[config.mk]
export PLATFORM = sky130hd
export DESIGN_NAME = ptw_walker
export DESIGN_NICKNAME = d
export VERILOG_FILES = /design/src/rtl/ptw_pkg.sv /design/src/rtl/ptw_ctx_regs.sv /design/src/rtl/ptw_pte_check.sv /design/src/rtl/ptw_walk_fsm.sv /design/src/rtl/ptw_walker.sv
export SDC_FILE = /design/constraint.sdc
export NUM_CORES = 1
export LEC_CHECK = 0
export BUFFER_PORTS_ARGS = -buffer_cell sky130_fd_sc_hd__buf_2
export CAP_MARGIN = 20
export CORE_MARGIN = 5
export CORE_UTILIZATION = 45
export CTS_CLUSTER_SIZE = 16
export DETAILED_ROUTE_END_ITERATION = 10
export HOLD_SLACK_MARGIN = 0.06
export PLACE_DENSITY = 0.69
export REMOVE_ABC_BUFFERS = 1
export SLEW_MARGIN = 20
export SYNTH_ARGS = -nofsm -noshare
export SYNTH_HDL_FRONTEND = slang
export SYNTH_SLANG_ARGS = --single-unit
[constraint.sdc]
create_clock -name clk -period 6.2 [get_ports clk]
set_input_delay 0.31 -clock clk [delete_from_list [all_inputs] [get_ports clk]]
set_output_delay 0.31 -clock clk [all_outputs]
set_load 0.01 [all_outputs]
[src/rtl/ptw_pkg.sv]
package ptw_pkg;

    typedef enum logic [1:0] {
        ST_IDLE     = 2'd0,
        ST_CHECK    = 2'd1,
        ST_READ_PTE = 2'd2,
        ST_RESPOND  = 2'd3
    } walk_state_e;

    typedef enum logic [1:0] {
        FLT_NONE   = 2'd0,
        FLT_BOUNDS = 2'd1,
        FLT_ABSENT = 2'd2,
        FLT_PROT   = 2'd3
    } fault_e;

    localparam int PTE_W       = 32;
    localparam int PTE_SHIFT   = 2;   // log2 of entry size in bytes
    localparam int BIT_PRESENT = 0;
    localparam int BIT_WRITE   = 1;
    localparam int BIT_USER    = 2;
    localparam int PPN_LSB     = 12;

endpackage

[src/rtl/ptw_ctx_regs.sv]
module ptw_ctx_regs #(
    parameter int MEM_AW = 32,
    parameter int VPN_W  = 20
) (
    input  logic              clk,
    input  logic              rst_n,
    input  logic              busy,
    input  logic              base_we,
    input  logic [MEM_AW-1:0] base_wdata,
    input  logic              limit_we,
    input  logic [VPN_W-1:0]  limit_wdata,
    output logic [MEM_AW-1:0] base_q,
    output logic [VPN_W-1:0]  limit_q
);

    typedef struct packed {
        logic [MEM_AW-1:0] base;
        logic [VPN_W-1:0]  limit;
        logic [MEM_AW-1:0] held_base;
        logic              held_base_vld;
        logic [VPN_W-1:0]  held_limit;
        logic              held_limit_vld;
    } ctx_s;

    ctx_s ctx_d, ctx_q;

    always_comb begin
        ctx_d = ctx_q;
        if (busy) begin
            if (base_we) begin
                ctx_d.held_base     = base_wdata;
                ctx_d.held_base_vld = 1'b1;
            end
            if (limit_we) begin
                ctx_d.held_limit     = limit_wdata;
                ctx_d.held_limit_vld = 1'b1;
            end
        end else begin
            if (ctx_q.held_base_vld) begin
                ctx_d.base          = ctx_q.held_base;
                ctx_d.held_base_vld = 1'b0;
            end
            if (ctx_q.held_limit_vld) begin
                ctx_d.limit          = ctx_q.held_limit;
                ctx_d.held_limit_vld = 1'b0;
            end
            if (base_we) begin
                ctx_d.base = base_wdata;
            end
            if (limit_we) begin
                ctx_d.limit = limit_wdata;
            end
        end
    end

    always_ff @(posedge clk) begin
        if (!rst_n) begin
            ctx_q <= '0;
        end else begin
            ctx_q <= ctx_d;
        end
    end

    assign base_q  = ctx_q.base;
    assign limit_q = ctx_q.limit;

    // context used by a walk never moves while the walk is running
    a_r9_base_frozen : assert property (@(posedge clk) disable iff (!rst_n)
        busy |=> $stable(base_q));
    a_r9_limit_frozen : assert property (@(posedge clk) disable iff (!rst_n)
        busy |=> $stable(limit_q));

endmodule

[src/rtl/ptw_pte_check.sv]
module ptw_pte_check
    import ptw_pkg::*;
#(
    parameter int PPN_W = 20
) (
    input  logic [PTE_W-1:0] pte,
    input  logic             is_store,
    input  logic             is_user,
    output fault_e           fault,
    output logic [PPN_W-1:0] ppn
);

    logic present, writable, user_ok;
    logic unused_pte_bits;

    assign present  = pte[BIT_PRESENT];
    assign writable = pte[BIT_WRITE];
    assign user_ok  = pte[BIT_USER];
    assign ppn      = pte[PPN_LSB +: PPN_W];
    assign unused_pte_bits = ^pte[PPN_LSB-1:BIT_USER+1];

    // absence outranks permission checks
    always_comb begin
        if (!present) begin
            fault = FLT_ABSENT;
        end else if ((is_store && !writable) || (is_user && !user_ok)) begin
            fault = FLT_PROT;
        end else begin
            fault = FLT_NONE;
        end
    end

endmodule

[src/rtl/ptw_walk_fsm.sv]
module ptw_walk_fsm
    import ptw_pkg::*;
#(
    parameter int VA_W      = 32,
    parameter int PAGE_BITS = 12,
    parameter int PPN_W     = 20,
    parameter int MEM_AW    = 32,
    localparam int VPN_W    = VA_W - PAGE_BITS,
    localparam int PA_W     = PPN_W + PAGE_BITS
) (
    input  logic              clk,
    input  logic              rst_n,
    input  logic              req_valid,
    output logic              req_ready,
    input  logic [VA_W-1:0]   req_vaddr,
    input  logic              req_is_store,
    input  logic              req_is_user,
    input  logic [MEM_AW-1:0] base,
    input  logic [VPN_W-1:0]  limit,
    output logic              busy,
    output logic              mem_req_valid,
    input  logic              mem_req_ready,
    output logic [MEM_AW-1:0] mem_req_addr,
    input  logic              mem_rsp_valid,
    output logic              cur_is_store,
    output logic              cur_is_user,
    input  fault_e            pte_fault,
    input  logic [PPN_W-1:0]  pte_ppn,
    output logic              rsp_valid,
    output logic [1:0]        rsp_fault,
    output logic [PA_W-1:0]   rsp_paddr,
    output logic [VA_W-1:0]   rsp_vaddr
);

    typedef struct packed {
        walk_state_e      st;
        logic [VA_W-1:0]  va;
        logic             is_store;
        logic             is_user;
        logic             issued;
        fault_e           flt;
        logic [PA_W-1:0]  pa;
    } walk_s;

    walk_s walk_d, walk_q;

    logic [VPN_W-1:0]     cur_vpn;
    logic [PAGE_BITS-1:0] cur_off;
    logic                 out_of_range;

    assign cur_vpn      = walk_q.va[VA_W-1:PAGE_BITS];
    assign cur_off      = walk_q.va[PAGE_BITS-1:0];
    assign out_of_range = cur_vpn > limit;

    always_comb begin
        walk_d = walk_q;
        unique case (walk_q.st)
            ST_IDLE: begin
                if (req_valid) begin
                    walk_d.st       = ST_CHECK;
                    walk_d.va       = req_vaddr;
                    walk_d.is_store = req_is_store;
                    walk_d.is_user  = req_is_user;
                    walk_d.flt      = FLT_NONE;
                    walk_d.pa       = '0;
                end
            end
            ST_CHECK: begin
                if (out_of_range) begin
                    walk_d.flt = FLT_BOUNDS;
                    walk_d.st  = ST_RESPOND;
                end else begin
                    walk_d.issued = 1'b0;
                    walk_d.st     = ST_READ_PTE;
                end
            end
            ST_READ_PTE: begin
                if (!walk_q.issued && mem_req_ready) begin
                    walk_d.issued = 1'b1;
                end
                if (walk_q.issued && mem_rsp_valid) begin
                    walk_d.flt = pte_fault;
                    walk_d.pa  = (pte_fault == FLT_NONE) ? {pte_ppn, cur_off} : '0;
                    walk_d.st  = ST_RESPOND;
                end
            end
            ST_RESPOND: begin
                walk_d.st = ST_IDLE;
            end
            default: walk_d.st = ST_IDLE;
        endcase
    end

    always_ff @(posedge clk) begin
        if (!rst_n) begin
            walk_q <= '0;
        end else begin
            walk_q <= walk_d;
        end
    end

    assign req_ready     = (walk_q.st == ST_IDLE);
    assign busy          = (walk_q.st != ST_IDLE);
    assign mem_req_valid = (walk_q.st == ST_READ_PTE) && !walk_q.issued;
    assign mem_req_addr  = base + (MEM_AW'(cur_vpn) << PTE_SHIFT);
    assign cur_is_store  = walk_q.is_store;
    assign cur_is_user   = walk_q.is_user;
    assign rsp_valid     = (walk_q.st == ST_RESPOND);
    assign rsp_fault     = walk_q.flt;
    assign rsp_paddr     = walk_q.pa;
    assign rsp_vaddr     = walk_q.va;

    // one translation at a time
    a_r8_single_flight : assert property (@(posedge clk) disable iff (!rst_n)
        (req_valid && req_ready) |=> !req_ready);
    // result is a single-cycle pulse
    a_r7_rsp_pulse : assert property (@(posedge clk) disable iff (!rst_n)
        rsp_valid |=> !rsp_valid);
    // read request held steady until accepted
    a_r11_req_hold : assert property (@(posedge clk) disable iff (!rst_n)
        (mem_req_valid && !mem_req_ready) |=> (mem_req_valid && $stable(mem_req_addr)));
    // out-of-range page never reaches the memory port
    a_r3_no_read_oob : assert property (@(posedge clk) disable iff (!rst_n)
        (walk_q.st == ST_CHECK && out_of_range) |=> !mem_req_valid);
    // faulting result carries no address
    a_r4_fault_zero_pa : assert property (@(posedge clk) disable iff (!rst_n)
        (rsp_valid && rsp_fault != FLT_NONE) |-> (rsp_paddr == '0));
    // offset passes through untouched
    a_r6_offset_kept : assert property (@(posedge clk) disable iff (!rst_n)
        (rsp_valid && rsp_fault == FLT_NONE) |->
            (rsp_paddr[PAGE_BITS-1:0] == rsp_vaddr[PAGE_BITS-1:0]));

endmodule

[src/rtl/ptw_walker.sv]
module ptw_walker
    import ptw_pkg::*;
#(
    parameter int VA_W      = 32,
    parameter int PAGE_BITS = 12,
    parameter int PPN_W     = 20,
    parameter int MEM_AW    = 32,
    localparam int VPN_W    = VA_W - PAGE_BITS,
    localparam int PA_W     = PPN_W + PAGE_BITS
) (
    input  logic              clk,
    input  logic              rst_n,
    input  logic              ctx_base_we,
    input  logic [MEM_AW-1:0] ctx_base_wdata,
    input  logic              ctx_limit_we,
    input  logic [VPN_W-1:0]  ctx_limit_wdata,
    input  logic              req_valid,
    output logic              req_ready,
    input  logic [VA_W-1:0]   req_vaddr,
    input  logic              req_is_store,
    input  logic              req_is_user,
    output logic              mem_req_valid,
    input  logic              mem_req_ready,
    output logic [MEM_AW-1:0] mem_req_addr,
    input  logic              mem_rsp_valid,
    input  logic [PTE_W-1:0]  mem_rsp_data,
    output logic              rsp_valid,
    output logic [1:0]        rsp_fault,
    output logic [PA_W-1:0]   rsp_paddr,
    output logic [VA_W-1:0]   rsp_vaddr
);

    logic              busy;
    logic [MEM_AW-1:0] base_q;
    logic [VPN_W-1:0]  limit_q;
    logic              cur_is_store, cur_is_user;
    fault_e            pte_fault;
    logic [PPN_W-1:0]  pte_ppn;

    ptw_ctx_regs #(
        .MEM_AW (MEM_AW),
        .VPN_W  (VPN_W)
    ) u_ctx (
        .clk         (clk),
        .rst_n       (rst_n),
        .busy        (busy),
        .base_we     (ctx_base_we),
        .base_wdata  (ctx_base_wdata),
        .limit_we    (ctx_limit_we),
        .limit_wdata (ctx_limit_wdata),
        .base_q      (base_q),
        .limit_q     (limit_q)
    );

    ptw_pte_check #(
        .PPN_W (PPN_W)
    ) u_pte (
        .pte      (mem_rsp_data),
        .is_store (cur_is_store),
        .is_user  (cur_is_user),
        .fault    (pte_fault),
        .ppn      (pte_ppn)
    );

    ptw_walk_fsm #(
        .VA_W      (VA_W),
        .PAGE_BITS (PAGE_BITS),
        .PPN_W     (PPN_W),
        .MEM_AW    (MEM_AW)
    ) u_fsm (
        .clk           (clk),
        .rst_n         (rst_n),
        .req_valid     (req_valid),
        .req_ready     (req_ready),
        .req_vaddr     (req_vaddr),
        .req_is_store  (req_is_store),
        .req_is_user   (req_is_user),
        .base          (base_q),
        .limit         (limit_q),
        .busy          (busy),
        .mem_req_valid (mem_req_valid),
        .mem_req_ready (mem_req_ready),
        .mem_req_addr  (mem_req_addr),
        .mem_rsp_valid (mem_rsp_valid),
        .cur_is_store  (cur_is_store),
        .cur_is_user   (cur_is_user),
        .pte_fault     (pte_fault),
        .pte_ppn       (pte_ppn),
        .rsp_valid     (rsp_valid),
        .rsp_fault     (rsp_fault),
        .rsp_paddr     (rsp_paddr),
        .rsp_vaddr     (rsp_vaddr)
    );

    // idle outputs right after reset
    a_r1_reset_idle : assert property (@(posedge clk)
        !rst_n |=> (req_ready && !rsp_valid && !mem_req_valid));

endmodule

==> summary.md <==
| Metric | Value |
|---|---|
| I/O pins | `226` |
| Top FF cell, synth | `dfxtp_1` |
| Switching Share | `a little under two fifths` |
| Synth cell types | `52` |
| Vias in the first global route | `around 7300` |
| Startpoint types | `flop` |
| Yosys warnings | `0` |
| PostCTS Resize Cnt | `0` |
| Root Buffer | `clkbuf_16` |
| Relative slew slack | `43.8%` |
| Syn Std Cell Area | `0.00927 mm^2` |
| IO Port Bufs | `216` |
| Worst Path Arrival | `around 3100 ps` |
| Via total after detailed routing | `7487` |
| Commonest non-fill, non-tap cell in the layout | `nand2_1` |
| Fraction of registers with async set/reset | `0%` |
| Post-Route Skew | `8.45 ps` |
| Initial Util | `about 46%` |
| Mapped Cells | `between 1000 and 1500` |
| Reg clk slew, reported paths | `~70 ps` |
| Number of synthesized flops with an enable pin | `0` |
| Die area | `roughly 0.024 mm^2` |
| Layout cells sized above 1 | `a little under a quarter` |
| H-tree depth | `4` |
| Worst path required time | `5890 ps` |
| Seq cells post-synth | `177` |
| Leak pwr | `between 5 and 6 nW` |
| Unrepaired setup endpoints after global routing | `false` |
| Power Dens Cells | `between 300 and 400 mW/mm^2` |
| Final min period | `approximately 3400 ps` |
| Critical path class | `flop to primary output` |
| Post-CTS Setup Inserts | `0` |
| Num CTS Buffers | `17` |
| TNS Setup | `0 ps` |
| ANT cells | `0` |
| Total Power | `4.22 mW` |
| Critical Path Fanout Max | `5` |
| Final Hold Viols | `0` |
| Row cnt | `between 50 and 60` |
| Clock latency on the worst-skew pair | `430 ps` |
| Most frequent cells in the layout | `nand2_1, buf_2, dfxtp_1` |
| Die Width | `154 um` |
| Core Area | `around 0.020 mm^2` |
| Final period util | `between 50% and 60%` |
| Final HPWL DP | `~17 mm` |
| Post-synthesis sequential area ratio | `38.2%` |
| Chip height | `154 um` |
| Avg Vias per Cell | `5.13` |
| Net Sw Power | `1.61 mW` |
| Final #Nets | `between 1000 and 1500` |
| Internal Power | `2.61 mW` |
| Initial antenna violation count | `1` |
| Global-route wire length before repair | `37.4 mm` |
| Status | `finished clean` |
| Peak supply drop | `around 0.20 mV` |
| Sequential power share | `a little over a third` |
| Flop-to-flop setup slack | `3680 ps` |
| Area grow syn2layout | `14.2%` |
| Routed WL per cell | `16.0 um` |
| Clock tree from TritonCTS | `done` |
| Comb pwr share | `38.4%` |
| Worst-case clock buffer depth | `2` |
| Setup-failing EPs final | `0` |
| Worst Tran Pin Value | `843 ps` |
| Clock power share | `between 20% and 30%` |
| Hold_buf cts | `0` |
| Grt total ovfl | `0` |
| Fmax | `a little under 0.3 GHz` |
| Routability cong. | `0.836` |
| Antenna viol nets, final | `0` |
| Crit end category | `primary output` |
| First-iteration detailed-routing DRC count | `a little over 500` |
| Final wirelength | `about 23 mm` |
| Clock sinks | `177` |
| Gr usage total | `between 10% and 20%` |
| Slew Viols, Final | `0` |
| Worst min path class | `primary input to flop` |
| Syn avg cell area | `8.70 um^2` |
| Max Cap Viol | `0` |
| First-pass DRT Iterations | `4` |
| DRC | `0` |
| Largest net degree at the start of global routing | `91` |
==> logic make-up after synthesis <==
| logic type | synth area share, % |
|---|---|
| compound gates | 21.7 |
| fa+ha+maj | 6.15 |
| mux | 5.83 |
| xor+xnor | 2.46 |
| flops | 38.2 |
| simple gates | 16.2 |
| buf+inv | 9.49 |
==> power by group through the flow <==
stage	combinational [mW]	sequential, mW	clock, mW
after global routing	1.83	1.58	1.13
after global placement	1.60	1.56	0
final	1.62	1.55	1.05
after floorplan	1.05	1.54	0
after detailed placement	1.62	1.58	0
after CTS	1.64	1.55	1.08
==> layer usage <==
metal,up-vias,global-route usage [%],routed length [um]
li1,3804,-,-
met1,3464,24.7,10500
met2,197,32.2,10900
met3,20,5.96,1650
met4,2,4.96,293
met5,-,0,7
==> worst max-delay path: stages, from the launching register on <==
cell and delay (ps):
dfxtp_1 340, ha_1 230, fa_1 410, a21oi_1 190, o21ai_1 120, a21oi_2 240, o21ai_2 160, a2111oi_0 480
nor2_1 110, xor2_1 210, buf_2 170
==> worst paths after layout <==
| check | start | to | cells past startpoint |
|---|---|---|---|
| worst min register to register | u_ctx.ctx_q[30] | u_ctx.ctx_q[30] | 2 |
| worst min-delay path | req_vaddr[25] | u_fsm.rsp_vaddr[25] | 3 |
| worst max register to register | u_fsm.walk_q[69] | u_fsm.rsp_paddr[0] | 7 |
| worst max-delay path | u_fsm.rsp_vaddr[12] | mem_req_addr[20] | 10 |
==> registers in the layout (all words and copies together) (netlist names) <==
name                flops
u_ctx.base_q           32
u_ctx.ctx_q            54
u_ctx.limit_q          20
u_fsm.cur_is_store      1
u_fsm.cur_is_user       1
u_fsm.rsp_fault         2
u_fsm.rsp_paddr        32
u_fsm.rsp_vaddr        32
u_fsm.walk_q            3
==> synthesized netlist by cell type, types with 19 or more instances <==
cell	n	share of area [%]
a21boi_0	86	7.0
a21oi_1	21	1.1
a22oi_1	33	2.7
buf_4	68	5.5
clkbuf_1	59	2.4
dfxtp_1	177	38
ha_1	44	5.9
inv_1	29	1.2
mux2i_1	54	5.8
nand2_1	246	10
nor2_1	19	0.77
nor2b_1	41	2.8
o211a_1	52	5.6
==> cell type report <==
class,instances,area [um^2]
Inverter,29,109
Fill cell,1894,9650
Clock inverter,8,78.8
Timing Repair Buffer,226,1160
Sequential cell,177,3540
Multi-Input combinational cell,725,4870
Tap cell,270,338
Clock buffer,24,492
==> metrics by stage <==
stage | cell area [um^2] | cells | hold slack [ps] | setup WS [ps] | util, %
floorplan | 8500 | 931 | 432 | 2910 | -
global placement | 10000 | 1427 | 451 | 3270 | 49.5
detailed placement | 10000 | 1427 | 458 | 3270 | 49.5
CTS | 10600 | 1459 | 107 | 2770 | 52.3
global route | 10600 | 1459 | 117 | 2550 | 52.3
finish | 10600 | 1459 | 125 | 2790 | 52.3
Power figures use the tool's default switching activity.
